[src/rtl/perfmon_pkg.sv]
package perfmon_pkg;

    localparam int INC_W = 3;

    localparam logic [7:0] EV_ACTIVATE = 8'h01;
    localparam logic [7:0] EV_PRECHG   = 8'h02;
    localparam logic [7:0] EV_PRECHG_A = 8'h03;
    localparam logic [7:0] EV_CAS      = 8'h04;

    typedef struct packed {
        logic       act;
        logic [3:0] cas;
        logic       pre;
        logic       pre_conflict;
        logic       prea;
    } cmd_evt_t;

    typedef struct packed {
        logic       en;
        logic [7:0] umask;
        logic [7:0] code;
    } ctr_cfg_t;

    localparam int CFG_W = $bits(ctr_cfg_t);

    // Number of matching command sub-types this cycle for one configuration.
    function automatic logic [INC_W-1:0] match_inc(ctr_cfg_t c, cmd_evt_t e);
        logic [3:0]       sub;
        logic [INC_W-1:0] res;
        sub = '0;
        res = '0;
        case (c.code)
            EV_ACTIVATE: res = {{(INC_W-1){1'b0}}, e.act};
            EV_PRECHG_A: res = {{(INC_W-1){1'b0}}, e.prea};
            EV_PRECHG: begin
                sub = {2'b00, e.pre & ~e.pre_conflict, e.pre & e.pre_conflict};
                res = INC_W'($countones(sub & c.umask[3:0]));
            end
            EV_CAS: begin
                sub = e.cas;
                res = INC_W'($countones(sub & c.umask[3:0]));
            end
            default: res = '0;
        endcase
        return res;
    endfunction

endpackage

[src/rtl/perfmon_evt_match.sv]
module perfmon_evt_match
    import perfmon_pkg::*;
(
    input  ctr_cfg_t         cfg_i,
    input  cmd_evt_t         evt_i,
    output logic [INC_W-1:0] inc_o
);
    always_comb begin
        inc_o = match_inc(cfg_i, evt_i);
    end
endmodule

[src/rtl/perfmon_counter.sv]
module perfmon_counter
    import perfmon_pkg::*;
#(
    parameter int CNT_W = 48
) (
    input  logic             clk,
    input  logic             rst,
    input  logic             count_en_i,
    input  logic [INC_W-1:0] inc_i,
    input  logic             load_i,
    input  logic [CNT_W-1:0] load_val_i,
    input  logic             clr_ovf_i,
    output logic [CNT_W-1:0] value_o,
    output logic             ovf_o
);
    logic [CNT_W:0] sum;

    always_comb begin
        sum = {1'b0, value_o} + (CNT_W+1)'(inc_i);
    end

    always_ff @(posedge clk) begin
        if (rst) begin
            value_o <= '0;
        end else if (load_i) begin
            value_o <= load_val_i;
        end else if (count_en_i) begin
            value_o <= sum[CNT_W-1:0];
        end
    end

    always_ff @(posedge clk) begin
        if (rst) begin
            ovf_o <= 1'b0;
        end else if (!load_i && count_en_i && sum[CNT_W]) begin
            ovf_o <= 1'b1;
        end else if (clr_ovf_i) begin
            ovf_o <= 1'b0;
        end
    end
endmodule

[src/rtl/dram_cmd_perfmon.sv]
module dram_cmd_perfmon
    import perfmon_pkg::*;
#(
    parameter int NUM_CTRS = 4,
    parameter int CNT_W    = 48,
    parameter int DATA_W   = 64,
    parameter int ADDR_W   = $clog2(3*NUM_CTRS)
) (
    input  logic                clk,
    input  logic                rst,
    input  logic                act_i,
    input  logic [3:0]          cas_kind_i,
    input  logic                pre_i,
    input  logic                pre_conflict_i,
    input  logic                prea_i,
    input  logic                reg_wr_i,
    input  logic [ADDR_W-1:0]   reg_addr_i,
    input  logic [DATA_W-1:0]   reg_wdata_i,
    output logic [DATA_W-1:0]   reg_rdata_o,
    output logic [NUM_CTRS-1:0] ovf_o
);
    localparam int CTRL_ADDR = 0;
    localparam int STAT_ADDR = 1;
    localparam int CFG_BASE  = NUM_CTRS;
    localparam int CNT_BASE  = 2*NUM_CTRS;

    cmd_evt_t evt;
    logic     glob_en_q;
    logic     freeze_q;
    logic     run;
    logic     stat_wr;

    ctr_cfg_t [NUM_CTRS-1:0]             cfg_q;
    logic     [NUM_CTRS-1:0][CNT_W-1:0]  cnt_val;
    logic     [NUM_CTRS-1:0][INC_W-1:0]  inc;

    always_comb begin
        evt.act          = act_i;
        evt.cas          = cas_kind_i;
        evt.pre          = pre_i;
        evt.pre_conflict = pre_conflict_i;
        evt.prea         = prea_i;
        run              = glob_en_q & ~freeze_q;
        stat_wr          = reg_wr_i && (reg_addr_i == ADDR_W'(STAT_ADDR));
    end

    always_ff @(posedge clk) begin
        if (rst) begin
            glob_en_q <= 1'b0;
            freeze_q  <= 1'b0;
        end else if (reg_wr_i && (reg_addr_i == ADDR_W'(CTRL_ADDR))) begin
            glob_en_q <= reg_wdata_i[0];
            freeze_q  <= reg_wdata_i[1];
        end
    end

    for (genvar i = 0; i < NUM_CTRS; i++) begin : g_ctr
        localparam logic [ADDR_W-1:0] CFG_A = ADDR_W'(CFG_BASE + i);
        localparam logic [ADDR_W-1:0] CNT_A = ADDR_W'(CNT_BASE + i);

        always_ff @(posedge clk) begin
            if (rst) begin
                cfg_q[i] <= '0;
            end else if (reg_wr_i && (reg_addr_i == CFG_A)) begin
                cfg_q[i] <= ctr_cfg_t'(reg_wdata_i[CFG_W-1:0]);
            end
        end

        perfmon_evt_match u_match (
            .cfg_i (cfg_q[i]),
            .evt_i (evt),
            .inc_o (inc[i])
        );

        perfmon_counter #(.CNT_W(CNT_W)) u_cnt (
            .clk        (clk),
            .rst        (rst),
            .count_en_i (run & cfg_q[i].en),
            .inc_i      (inc[i]),
            .load_i     (reg_wr_i && (reg_addr_i == CNT_A)),
            .load_val_i (reg_wdata_i[CNT_W-1:0]),
            .clr_ovf_i  (stat_wr & reg_wdata_i[i]),
            .value_o    (cnt_val[i]),
            .ovf_o      (ovf_o[i])
        );
    end

    always_comb begin
        reg_rdata_o = '0;
        if (reg_addr_i == ADDR_W'(CTRL_ADDR)) begin
            reg_rdata_o[1:0] = {freeze_q, glob_en_q};
        end
        if (reg_addr_i == ADDR_W'(STAT_ADDR)) begin
            reg_rdata_o[NUM_CTRS-1:0] = ovf_o;
        end
        for (int i = 0; i < NUM_CTRS; i++) begin
            if (reg_addr_i == ADDR_W'(CFG_BASE + i)) begin
                reg_rdata_o[CFG_W-1:0] = cfg_q[i];
            end
            if (reg_addr_i == ADDR_W'(CNT_BASE + i)) begin
                reg_rdata_o[CNT_W-1:0] = cnt_val[i];
            end
        end
    end
endmodule

[config.mk]
export PLATFORM = sky130hd
export DESIGN_NAME = dram_cmd_perfmon
export DESIGN_NICKNAME = d
export VERILOG_FILES = /design/src/rtl/perfmon_pkg.sv /design/src/rtl/perfmon_evt_match.sv /design/src/rtl/perfmon_counter.sv /design/src/rtl/dram_cmd_perfmon.sv
export SDC_FILE = /design/constraint.sdc
export NUM_CORES = 1
export LEC_CHECK = 0
export ABC_CLOCK_PERIOD_IN_PS = 5610
export BUFFER_PORTS_ARGS = -buffer_cell sky130_fd_sc_hd__buf_2
export CORE_ASPECT_RATIO = 0.5
export CORE_MARGIN = 2
export CORE_UTILIZATION = 55
export DETAILED_ROUTE_END_ITERATION = 16
export PLACE_DENSITY_LB_ADDON = 0.3
export SLEW_MARGIN = 20
export SYNTH_ARGS = -nofsm -noshare
export SYNTH_HDL_FRONTEND = slang
export SYNTH_SLANG_ARGS = --single-unit
[constraint.sdc]
create_clock -name clk -period 5.61 [get_ports clk]
set_input_delay 1.122 -clock clk [delete_from_list [all_inputs] [get_ports clk]]
set_output_delay 1.122 -clock clk [all_outputs]
set_load 0.005 [all_outputs]
=== Yosys cells after proc, flatten, opt, wreduce, memory -nomap -nowiden ===
Index checks and enable logic that the tools add are counted.

* $add $sub $neg: 28
* Equality and inequality tests: 25
* Mux-type cells: 30
* Bitwise logic cells: 21
* Reduce and logical (&&, ||, !) cells: 31

{| class="wikitable"
|+ Operators by type and width
! cell !! count
|-
| 48-bit two-way mux || 12
|-
| 48-bit by 3-bit adder with 49-bit output || 4
|-
| 17-bit two-way mux || 4
|-
| 8-bit by 2-bit equality test with 1-bit output, second input constant || 8
|-
| 3-bit case mux with 4 select lines || 4
|-
| 1-bit by 1-bit adder with 2-bit output || 16
|-
| 8-bit by 1-bit equality test with 1-bit output, second input constant || 4
|-
| 8-bit by 3-bit equality test with 1-bit output, second input constant || 4
|-
| 3-bit adder || 8
|-
| 1-bit logical AND || 18
|-
| 2-bit by 4-bit bitwise AND with 4-bit output || 4
|-
| 4-bit bitwise AND || 4
|-
| 4-bit by 3-bit equality test with 1-bit output, second input constant || 4
|-
| 4-bit equality test, second input constant || 4
|-
| 2-bit nonzero test || 8
|-
| 1-bit bitwise AND || 11
|-
| 1-bit two-way mux || 8
|-
| 4-bit by 1-bit equality test with 1-bit output, second input constant || 1
|-
| 1-bit logical NOT || 4
|-
| 4-bit logical NOT || 1
|-
| 4-bit two-way mux || 1
|-
| 2-bit two-way mux || 1
|-
| 1-bit NOT || 2
|}

* Flip-flop bits (word level): 266
* Input port bits: 79
* Output and inout port bits: 68
* Word-level logic and storage cells: 157

=== Logic depth before layout (Yosys ltp) ===
* Word-level depth: 11
* Gate-level depth with buffers: 16
* Depth with buffers taken out: 15

=== Hierarchy ===
Synthesis repeated with hierarchy kept, for this count alone.

* Cell total of the unflattened synthesis: 2180
* Area, all modules: 17493.0 um^2

{| class="wikitable"
|+ Modules (own cells, without submodules)
! module !! instances !! cells an instance !! area an instance (um^2) !! sequential area each (um^2)
|-
| perfmon_counter || 4 || 355 || 2875.3 || 980.9
|-
| dram_cmd_perfmon || 1 || 656 || 5196.2 || 1401.3
|-
| perfmon_evt_match || 4 || 26 || 198.9 || 0.0
|}

=== Worst setup path after synthesis ===
OpenSTA, ideal clock, no wires.

* Path kind: input -> register
* From: input port cas_kind_i[2]
* To: register g_ctr[2].u_cnt.value_o[40]
* Setup time: 0.091 ns
* Data arrival time: 4.267 ns
* Required time: 5.519 ns
* Path slack: 1.252 ns
* Cell stages on the path: 12
* Path buffers: 0
* Cell sequence: and2_1 -> ha_1 -> ha_1 -> fa_1 -> a22oi_1 -> nor3_1 -> fa_1 -> a21oi_1 -> nor3_2 -> nand4_1 -> or4b_2 -> a311oi_1

* Word-level cells in the longest chain between the ends: 7

{| class="wikitable"
|+ RTL lines
! element !! RTL line !! text
|-
| from (decl) || dram_cmd_perfmon.sv:12 || <nowiki>input logic [3:0] cas_kind_i,</nowiki>
|-
| 4-bit bitwise AND || perfmon_pkg.sv:41 || <nowiki>res = INC_W'($countones(sub & c.umask[3:0]));</nowiki>
|-
| 1-bit by 1-bit adder with 2-bit output (not written as such) || perfmon_pkg.sv:41 ||
|-
| 3-bit adder (not written as such) || perfmon_pkg.sv:41 ||
|-
| 3-bit case mux with 4 select lines || perfmon_pkg.sv:32 || <nowiki>case (c.code)</nowiki>
|-
| 48-bit by 3-bit adder with 49-bit output || perfmon_counter.sv:19 || <nowiki>sum = {1'b0, value_o} + (CNT_W+1)'(inc_i);</nowiki>
|-
| 48-bit two-way mux || perfmon_counter.sv:27 || <nowiki>end else if (count_en_i) begin</nowiki>
|-
| 48-bit two-way mux || perfmon_counter.sv:25 || <nowiki>end else if (load_i) begin</nowiki>
|-
| to (signal assigned) || perfmon_counter.sv:26 || <nowiki>value_o <= load_val_i;</nowiki>
|-
| to (signal assigned) || perfmon_counter.sv:28 || <nowiki>value_o <= sum[CNT_W-1:0];</nowiki>
|-
| to (decl) || perfmon_counter.sv:13 || <nowiki>output logic [CNT_W-1:0] value_o,</nowiki>
|}

No other way between the ends. The select of a mux whose other input is x is not followed.
A chain may end at the register's enable or synchronous reset.

=== Final worst setup path ===
* From: input port cas_kind_i[2]
* To: register g_ctr[1].u_cnt.value_o[38]

* Word-level cells in the longest chain between the ends: 7

{| class="wikitable"
|+ RTL lines
! element !! RTL line
|-
| 4-bit bitwise AND || perfmon_pkg.sv:41
|-
| 1-bit by 1-bit adder with 2-bit output (not written as such) || perfmon_pkg.sv:41
|-
| 3-bit adder (not written as such) || perfmon_pkg.sv:41
|-
| 3-bit case mux with 4 select lines || perfmon_pkg.sv:32
|-
| 48-bit by 3-bit adder with 49-bit output || perfmon_counter.sv:19
|-
| 48-bit two-way mux || perfmon_counter.sv:27
|-
| 48-bit two-way mux || perfmon_counter.sv:25
|-
| to (signal assigned) || perfmon_counter.sv:26
|-
| to (signal assigned) || perfmon_counter.sv:28
|-
| to (decl) || perfmon_counter.sv:13
|}

No other way between the ends. The select of a mux whose other input is x is not followed.

==> results.md <==
* Final WL at 56.1 mm
* FF-to-FF End: g_ctr[1].u_cnt.value_o[38]
* MaxCap Viol Count at 0
* Net Sw Frac at 0.257
* Cell variety after synth at 69
* Post-synthesis sequential area ratio at 0.317
* WHS at 454 ps
* Core ar. at between 30000 and 40000 sq um
* Post-route cell area at 18300 sq um
* Status: completed
* Layout Skew at 10.5 ps
* Sw Pwr at 0.00109 W
* HP Class: flop to flop
* YS warnings at 0
* Cell count after synthesis at approximately 2.1k
* Crit path required time at slightly above 6000 ps
* Slew headroom at 0.330
* Clk slew on worst S/H paths at 70 ps
* First-pass GRT wire length at 86.7 mm
* Reg-to-reg setup timing slack at 1450 ps
* Detailed Routing Iterations Pass 1 at 6
* Crit Path Class: input port to flop
* # H-tree levels at 1
* Leak Pwr at 6.59 nW
* Vias per cell at 6.58
* Routability cong. at 0.968
* CTS Buffer Depth at 3
* CTS tree: yes
* Area leader, netlist: dfxtp_1
* Post-synth top area share at 0.317
* Comb power frac at 0.086
* Cell-internal power at about 0.0031 W
* Worst slew pin tran at roughly 1000 ps
* Vias in the first global route at 14.9k
* Slowest-stage cell, CP: or4_1
* CP Launch Type: input port
* Worst path bufs/invs at 1
* Largest net degree at the start of global routing at ~100
* Final hold vios at 0
* Overflow after GRT at 0
* Hold Path End: cfg_q[48]
* Flops & latches, synth at 266
* Power share of the sequential group at 0.473
* Initial core utilization at 0.556
* EDFF count, synth at 0
* Synth cell count leaders: dfxtp_1 (266), nand2_1 (261), nor2_1 (241)
* Nature of the critical path endpoint: flop
* Fin crit share at 0.803
* Async SR Flop Fraction at 0
* Top_reg_cell synth: dfxtp_1
* Dpl cell area at approximately 17000 sq um
* DP Wirelength at about 39 mm
* Final Power at 0.00422 W
* Synthesized area per cell at 7.87 sq um
* Site Rows at 45
* Clk pwr share at 0.441
* Post-CTS resize count at 0
* Clk sinks at 266
* Gr usage total at 0.342
* CP arrival at 4950 ps
* Layout area overhead at 9.35%
* Min cycle time layout at roughly 4500 ps
* Detailed router's first-iteration violation count at 2027
* Post-CTS Hold Buffers at 0
* Pwr Density at 230 nW/um^2
* Setup bufs post-CTS at 0
* I/O pins at approximately 150
* RSZ-0062 raised after global routing: no
* Final net count at 2246
* Worst setup margin at approximately 1100 ps
* Leading cell types by total area after synthesis: dfxtp_1 (32%), nand2_1 (5.8%), a211oi_1 (5.5%)
* Worst-path fanout max at 9
* Setup WS pre-CTS at 619 ps
* Reg-to-reg critical path startpoint: cfg_q[25]
* DR vias at roughly 17k
* Clk_lat worst skew at 550 ps
* CTS root buffer: clkbuf_16
* Die width at 251 um
* VDD IR-drop max at 0.180 mV
* Final Slew Violations at 0
* Initial antenna violation count at 3
* DRC at 0
* CTS buffer count at 26
* Mapped cell area at approximately 17000 sq um
* Max frequency at 222 MHz
* Final setup viols at 0
* Hold Path Depth at 2
* IO Port Bufs at 114
* Max stage delay on crit path at 750 ps
* Antenna Violating Nets Remaining at 0
* Die area at 32000 sq um
* Share of layout cells above drive strength 1 at 0.116
* Min-delay src: cfg_q[48]
* Largest delay share family, worst path: simple AND/OR/NAND/NOR gates
* Sum Neg Setup Slack at 0 ps
* Die Ht at approximately 130 um
* Most frequent cell after synthesis: dfxtp_1
* Cell Chain, Critical Path: buf_2, and2_1, ha_1, ha_1, fa_1, a21oi_1, nor3_1, fa_1, a21oi_1, or4_1, or4_1, a311oi_1
* Reg2Reg Depth at 11
* Wire per inst at around 22 um
## power by group through the flow
stage	Clock, W	Combinational [W]	Sequential [W]
after floorplan	0	0.000239	0.00201
after global placement	0	0.000347	0.00203
after detailed placement	0	0.000351	0.00203
after CTS	0.00187	0.000353	0.00199
after global routing	0.00194	0.000387	0.00200
final	0.00186	0.000361	0.00200
## per-layer routing
layer | track usage | up-vias | part of all wire
met4 | 0.119 | 0 | 0.036
met3 | 0.0658 | 141 | 0.10
met5 | 0 | - | 0
li1 | - | 7814 | -
met2 | 0.528 | 886 | 0.44
met1 | 0.481 | 7937 | 0.42
## cell usage in the layout (no fill, tap or decap), types with 55 or more instances in the layout
cell        n
xor2_1     68
and2_1     65
buf_2     112
o21ai_0    55
dfxtp_1   266
a21oi_1   108
nand3_1    75
a211oi_1  123
nor2_1    241
nand2_1   259
nand4_1    69
## worst register-to-register path, delay by kind of cell (launching register included)
family / cells / cell delay, ps
AO/OA/AOI/OAI: 3 / 480
flip-flops: 1 / 430
adder cells (fa/ha/maj): 4 / 1280
AND/OR/NAND/NOR: 4 / 1880
## state kept, by name, summed over array words and instances, names as in the netlist
register and count:
freeze_q 1, cfg_q 68, g_ctr.u_cnt.value_o 192, glob_en_q 1, g_ctr.u_cnt.ovf_o 4
## kinds of logic (layout without fill, tap and decap cells)
kind of cell | count (synthesis) | after routing | share of synthesized area
other | 1 | 18 | 0.000224
xor gates and xnor gates | 115 | 115 | 0.0600
and+or+nand+nor | 975 | 975 | 0.292
adders and majority gates | 36 | 36 | 0.0304
muxes | 53 | 53 | 0.0548
buffers and inverters | 219 | 223 | 0.0556
AOI/OAI and AO/OA | 465 | 465 | 0.189
DFF | 266 | 266 | 0.317
## how the worst max path moves through the flow
stage | from | to | slack [ps] | depth (start not counted)
after global routing | cas_kind_i[0] | g_ctr[3].u_cnt.value_o[29] | 900 | 15
after floorplan | cas_kind_i[2] | g_ctr[2].u_cnt.value_o[40] | 1250 | 12
after global placement | cas_kind_i[0] | g_ctr[3].u_cnt.value_o[47] | 710 | 14
after CTS | cas_kind_i[0] | g_ctr[3].u_cnt.value_o[29] | 1180 | 15
final | cas_kind_i[2] | g_ctr[1].u_cnt.value_o[38] | 1110 | 12
after detailed placement | cas_kind_i[2] | g_ctr[1].u_cnt.value_o[38] | 620 | 12
## area by class of cell
class / count / area, sq um
timing repair buffer: 154 / 902
clock inverter: 8 / 90.1
inverter: 23 / 86.3
antenna: 2 / 5.00
clock buffer: 38 / 797
sequential: 266 / 5330
fill: 2662 / 11800
tap: 399 / 499
multi-input combinational: 1660 / 10600
## per-stage QoR
stage	util	std cells
after detailed placement	0.577	2501
after CTS	0.607	2547
after global routing	0.608	2550
final	0.608	2550
after global placement	0.577	2501
after floorplan	-	2145
Note: power is estimated with default switching activity, not from simulation.
